$ cat src/rtl/cvic_pkg.sv
// Package: shared helpers for the collision-vector initiation controller.
// Assumes the vector width is at least 2.
package cvic_pkg;

    // Width of a counter that must hold values up to w+1.
    function automatic int lat_width(input int w);
        return $clog2(w + 2);
    endfunction

endpackage

$ cat src/rtl/cvic_shift.sv
// Module: cvic_shift
// Moves the collision vector one place toward the MSB and fills bit 0 with
// zero. It also reports whether the slot one cycle ahead is free, which is
// the MSB of the moved vector. Purely combinational.
// Assumes W >= 2.
module cvic_shift #(
    parameter int W = 6
) (
    input  logic [W-1:0] cv_i,
    output logic [W-1:0] moved_o,
    output logic         free_o
);

    // One stage of the move per bit; the bottom bit always takes a zero.
    assign moved_o[0] = 1'b0;
    for (genvar b = 1; b < W; b++) begin : g_mv
        assign moved_o[b] = cv_i[b-1];
    end

    // The slot is free when no pending forbidden distance covers it.
    assign free_o = ~moved_o[W-1];

endmodule

$ cat src/rtl/cvic_state.sv
// Module: cvic_state
// Holds the collision vector. On a load the moved vector is merged with the
// initial vector; otherwise the moved vector is stored as it is.
// Assumes a synchronous active-low reset that clears the vector (empty pipe).
module cvic_state #(
    parameter int         W   = 6,
    parameter logic [W-1:0] ICV = 6'b101001
) (
    input  logic         clk,
    input  logic         rst_n,
    input  logic         load_i,
    input  logic [W-1:0] moved_i,
    output logic [W-1:0] cv_o
);

    logic [W-1:0] cv_q;
    logic [W-1:0] cv_d;

    // Choose the merged or the plain moved vector as next state.
    always_comb begin
        cv_d = load_i ? (moved_i | ICV) : moved_i;
    end

    // State register with synchronous clear.
    always_ff @(posedge clk) begin
        if (!rst_n) cv_q <= '0;
        else        cv_q <= cv_d;
    end

    assign cv_o = cv_q;

    AST_MERGE_ON_LOAD: assert property (@(posedge clk) disable iff (!rst_n)
        load_i |=> ((cv_q & ICV) == ICV));

    AST_SHIFT_ON_HOLD: assert property (@(posedge clk) disable iff (!rst_n)
        !load_i |=> (cv_q == {$past(cv_q[W-2:0]), 1'b0}));

endmodule

$ cat src/rtl/cvic_latency.sv
// Module: cvic_latency
// Counts cycles since the last grant. It restarts at 1 after a grant and
// saturates at W+1. The reset value is the ceiling, meaning no recent grant.
// Assumes LW is wide enough to hold W+1.
module cvic_latency #(
    parameter int W  = 6,
    parameter int LW = 3
) (
    input  logic          clk,
    input  logic          rst_n,
    input  logic          grant_i,
    output logic [LW-1:0] lat_o
);

    localparam logic [LW-1:0] LAT_MAX = LW'(W + 1);
    localparam logic [LW-1:0] LAT_ONE = LW'(1);

    logic [LW-1:0] lat_q;

    // Restart on grant, otherwise count up to the ceiling.
    always_ff @(posedge clk) begin
        if (!rst_n)               lat_q <= LAT_MAX;
        else if (grant_i)         lat_q <= LAT_ONE;
        else if (lat_q < LAT_MAX) lat_q <= lat_q + LAT_ONE;
    end

    assign lat_o = lat_q;

    AST_LAT_RESTART: assert property (@(posedge clk) disable iff (!rst_n)
        grant_i |=> (lat_q == LAT_ONE));

    AST_LAT_RANGE: assert property (@(posedge clk) disable iff (!rst_n)
        (lat_q >= LAT_ONE) && (lat_q <= LAT_MAX));

    AST_LAT_HOLD_MAX: assert property (@(posedge clk) disable iff (!rst_n)
        (lat_q == LAT_MAX) && !grant_i |=> (lat_q == LAT_MAX));

endmodule

$ cat src/rtl/coll_vec_init_ctrl.sv
// Module: coll_vec_init_ctrl (top)
// Greedy start controller for a statically scheduled pipeline. It grants a
// waiting request whenever the collision vector leaves the next slot free
// and merges the initial vector into the state on every grant.
// Assumes W >= 2. ICV is the forbidden-distance set of one task, and its MSB
// stands for distance 0. A denied request is held by the requester.
module coll_vec_init_ctrl
    import cvic_pkg::*;
#(
    parameter int           W   = 6,
    parameter logic [W-1:0] ICV = 6'b101001,
    localparam int          LW  = lat_width(W)
) (
    input  logic          clk,
    input  logic          rst_n,
    input  logic          req_i,
    output logic          grant_o,
    output logic [W-1:0]  cv_o,
    output logic [LW-1:0] lat_o
);

    logic [W-1:0] cv_w;
    logic [W-1:0] moved_w;
    logic         free_w;

    // Move the present state and look at the slot it exposes.
    cvic_shift #(.W(W)) u_shift (
        .cv_i    (cv_w),
        .moved_o (moved_w),
        .free_o  (free_w)
    );

    // Grant as soon as a request meets a free slot.
    always_comb begin
        grant_o = req_i & free_w;
    end

    // Keep the collision vector.
    cvic_state #(.W(W), .ICV(ICV)) u_state (
        .clk     (clk),
        .rst_n   (rst_n),
        .load_i  (grant_o),
        .moved_i (moved_w),
        .cv_o    (cv_w)
    );

    // Track the spacing between grants.
    cvic_latency #(.W(W), .LW(LW)) u_lat (
        .clk     (clk),
        .rst_n   (rst_n),
        .grant_i (grant_o),
        .lat_o   (lat_o)
    );

    assign cv_o = cv_w;

    AST_EMPTY_STAYS: assert property (@(posedge clk) disable iff (!rst_n)
        (cv_o == '0) && !req_i |=> (cv_o == '0));

    AST_EMPTY_GRANTS: assert property (@(posedge clk) disable iff (!rst_n)
        (cv_o == '0) && req_i |-> grant_o);

    AST_DENIED_NO_LOAD: assert property (@(posedge clk) disable iff (!rst_n)
        req_i && !grant_o |=> (lat_o != LW'(1)));

endmodule

$ cat config.mk
export PLATFORM = sky130hd
export DESIGN_NAME = coll_vec_init_ctrl
export DESIGN_NICKNAME = d
export VERILOG_FILES = /design/src/rtl/cvic_pkg.sv /design/src/rtl/cvic_shift.sv /design/src/rtl/cvic_state.sv /design/src/rtl/cvic_latency.sv /design/src/rtl/coll_vec_init_ctrl.sv
export SDC_FILE = /design/constraint.sdc
export NUM_CORES = 1
export LEC_CHECK = 0
export ABC_CLOCK_PERIOD_IN_PS = 850
export BUFFER_PORTS_ARGS = -buffer_cell sky130_fd_sc_hd__buf_4
export CAP_MARGIN = 5
export CORE_AREA = 3 3 40 42
export DETAILED_ROUTE_END_ITERATION = 12
export DIE_AREA = 0 0 43 45
export PLACE_DENSITY = 0.44
export REMOVE_ABC_BUFFERS = 1
export SKIP_CTS_REPAIR_TIMING = 1
export SLEW_MARGIN = 20
export SYNTH_ARGS = -nofsm -noshare
export SYNTH_HDL_FRONTEND = slang
export SYNTH_SLANG_ARGS = --single-unit
$ cat constraint.sdc
create_clock -name clk -period 0.85 [get_ports clk]
set_input_delay 0.17 -clock clk [delete_from_list [all_inputs] [get_ports clk]]
set_output_delay 0.17 -clock clk [all_outputs]
set_load 0.01 [all_outputs]
==> metrics.txt <==
DRT antenna net count 0; Worst Clk Skew 0.00907 ns; total clock buffers created by CTS 3; share of layout cells above drive strength 1 83.0%; Sink Count 9; outcome complete, but fails checks; Final Critical Period 1.07 ns; met2 Usage GRT 11.4%; crit path max fanout 5; Post-synth EDFFs 0; flop-to-flop setup slack -0.08 ns; Routed wire per std cell 11.7 um; first-pass GRT wire length 1.02 mm; max_cap viols 0; Vias 265; dpl cells 54; die height 45 um; Yosys top cell by area dfxtp_1; # nets final 52; Fin. Hold Viols 0; worst-path cell chain nor2b_4 > buf_6; Max-slew headroom 89.2%; CTS H-tree lvls 1; DRT iter0 DRCs 0; GP Congestion 0.591; Filler Cell Count 125; Power Dens Cells 1870 nW/um^2; Slew @ Worst Pin 0.162 ns; TritonRoute pass-1 iters 1; HP Class in2reg; worst setup margin -0.219 ns; Cell Area, Synth 317 um^2; internal power 0.783 mW; reg2reg end u_lat.lat_o[1]; total chip power 1.07 mW; Crit path max-delay family flip-flops; DRC viols 0; antenna violations before repair 0; final slew viol count 0; Initial Utilization 24.6%; Ys Warns 0; most used routing layer in global routing met2; top-count cell post-synth dfxtp_1; Fmax 0.936 GHz; Final HPWL DP 464 um; CTS clk-pin slew, worst paths 0.07 ns; routed wire length 728 um; switching power 0.287 mW; vias in the first global route 246; core region area 1280 um^2; pin count of the biggest net entering global routing 10; Gate Count Post-Synth 28; grt met3 use 3.98%; die area 1940 um^2; failing checks negative setup slack; post-synth cell types 14; clock root cell clkbuf_4; worst r2r src u_lat.lat_o[0]; slowest library cell on the worst path dfxtp_2; Yosys reg bits 9; Area Overhead vs Synth 81.0%; RSZ-0062 raised after global routing true; Synth Area per Inst 11.3 um^2; R2R depth 4; Max clock buf depth 2; CP required 0.68 ns; CP max stage delay 0.34 ns; top cells by area, synth dfxtp_1 57%, buf_4 7.1%, and2_1 5.9%; Clock Power Share 31.6%; Worst Setup Start Kind flip-flop; Hold WS 0.102 ns; Layout Utilization 44.6%; Sw Share 26.8%; Primary FF master, synth dfxtp_1; hold path start req_i; sequential share of the synthesized area 56.9%; Leak 0.246 nW; Data arrival, critical path 0.90 ns; share of the synthesized area in the top cell type 56.9%; FFs w/ async S/R, synth 0%; Antenna diodes 0; Layout Cells excl Fill 62; sequential power share 45.4%; Die Span X 43 um; WHS Path Cells 2; period utilization 126%; Setup-failing EPs final 12; Worst Path Class, Setup reg2out; Max VDD drop 824 uV; Crit. End Element primary output; most instantiated cells after synthesis 9 x dfxtp_1, 3 x and2_1, 3 x buf_4, 2 x a21oi_1, 2 x o21a_1; clock tree from TritonCTS yes; Cell Rows 13; gr usage total 7.67%; Critical path buffers and inverters 1; via/cell ratio 4.27; Clock Latency Late Sink 0.27 ns; Buffers on Ports 12; GRT overflow 0; hold path endpoint u_state.cv_o[5]; Ports 13; Crit. Startpoint u_state.cv_o[4]; GR Util met1 7.75%; Logic pwr share 23.0%
power by group through the flow:
| stage | clock (mW) | combinational (mW) | sequential, mW |
|---|---|---|---|
| 6_report | 0.338 | 0.246 | 0.486 |
| 3_3_place_gp | 0 | 0.155 | 0.477 |
| 2_1_floorplan | 0 | 0.0548 | 0.497 |
| 5_1_grt | 0.373 | 0.269 | 0.491 |
| 4_1_cts | 0.350 | 0.164 | 0.469 |
| 3_5_place_dp | 0 | 0.163 | 0.479 |
worst reg2reg max path, delay by kind of cell, from the launching register on:
family                 cells  cell delay [ns]
DFF                        1             0.35
AOI/OAI and AO/OA          2             0.23
buffers and inverters      2             0.23
state kept, by name, indices dropped and copies added, names as in the netlist:
| signal | cells |
|---|---|
| u_state.cv_o | 6 |
| u_lat.lat_o | 3 |
layout by cell type, fill, tap and decap left out, types with 2 or more instances in the layout:
cell / n
buf_6: 14
dfxtp_2: 7
buf_4: 4
and2_1: 3
clkbuf_4: 3
a21oi_2: 2
o21a_1: 2
dfxtp_4: 2
cell families after synthesis:
logic type | after synthesis | share of synthesized area, %
buffers and inverters | 3 | 7.11
adder cells (fa/ha/maj) | 1 | 3.95
AO/OA/AOI/OAI | 7 | 15.4
AND/OR/NAND/NOR | 8 | 16.6
flip-flops | 9 | 56.9
how the worst max path moves through the flow:
stage | to | slack (ns) | cells after the start
4_1_cts | grant_o | -0.29 | 2
3_5_place_dp | u_lat.lat_o[1] | -0.10 | 3
5_1_grt | grant_o | -0.26 | 2
2_1_floorplan | u_lat.lat_o[2] | -0.13 | 4
3_3_place_gp | u_lat.lat_o[1] | -0.03 | 3
6_report | grant_o | -0.22 | 2
per-layer routing:
layer	vias up	part of all wire (%)
met5	-	0
met4	0	1.6
met3	2	6.9
met2	10	48
met1	120	43
li1	133	-
per-stage QoR:
| step | area (um^2) | worst slack (ns) | TNS (ns) |
|---|---|---|---|
| after global placement | 418 | -0.0343 | -0.0553 |
| after detailed placement | 418 | -0.102 | -0.162 |
| after global routing | 573 | -0.260 | -1.45 |
| after CTS | 445 | -0.294 | -1.31 |
| after floorplan | 294 | -0.126 | -0.249 |
| final | 573 | -0.219 | -1.01 |
cell type report:
cell class	instances	area, um^2	share of cell area [%]
multi-input combinational	16	143	24.9
timing repair buffer	18	188	32.8
clock inverter	1	5.00	0.873
clock buffer	3	22.5	3.93
tap	15	18.8	3.28
sequential	9	196	34.3
Power figures use the tool's default switching activity.
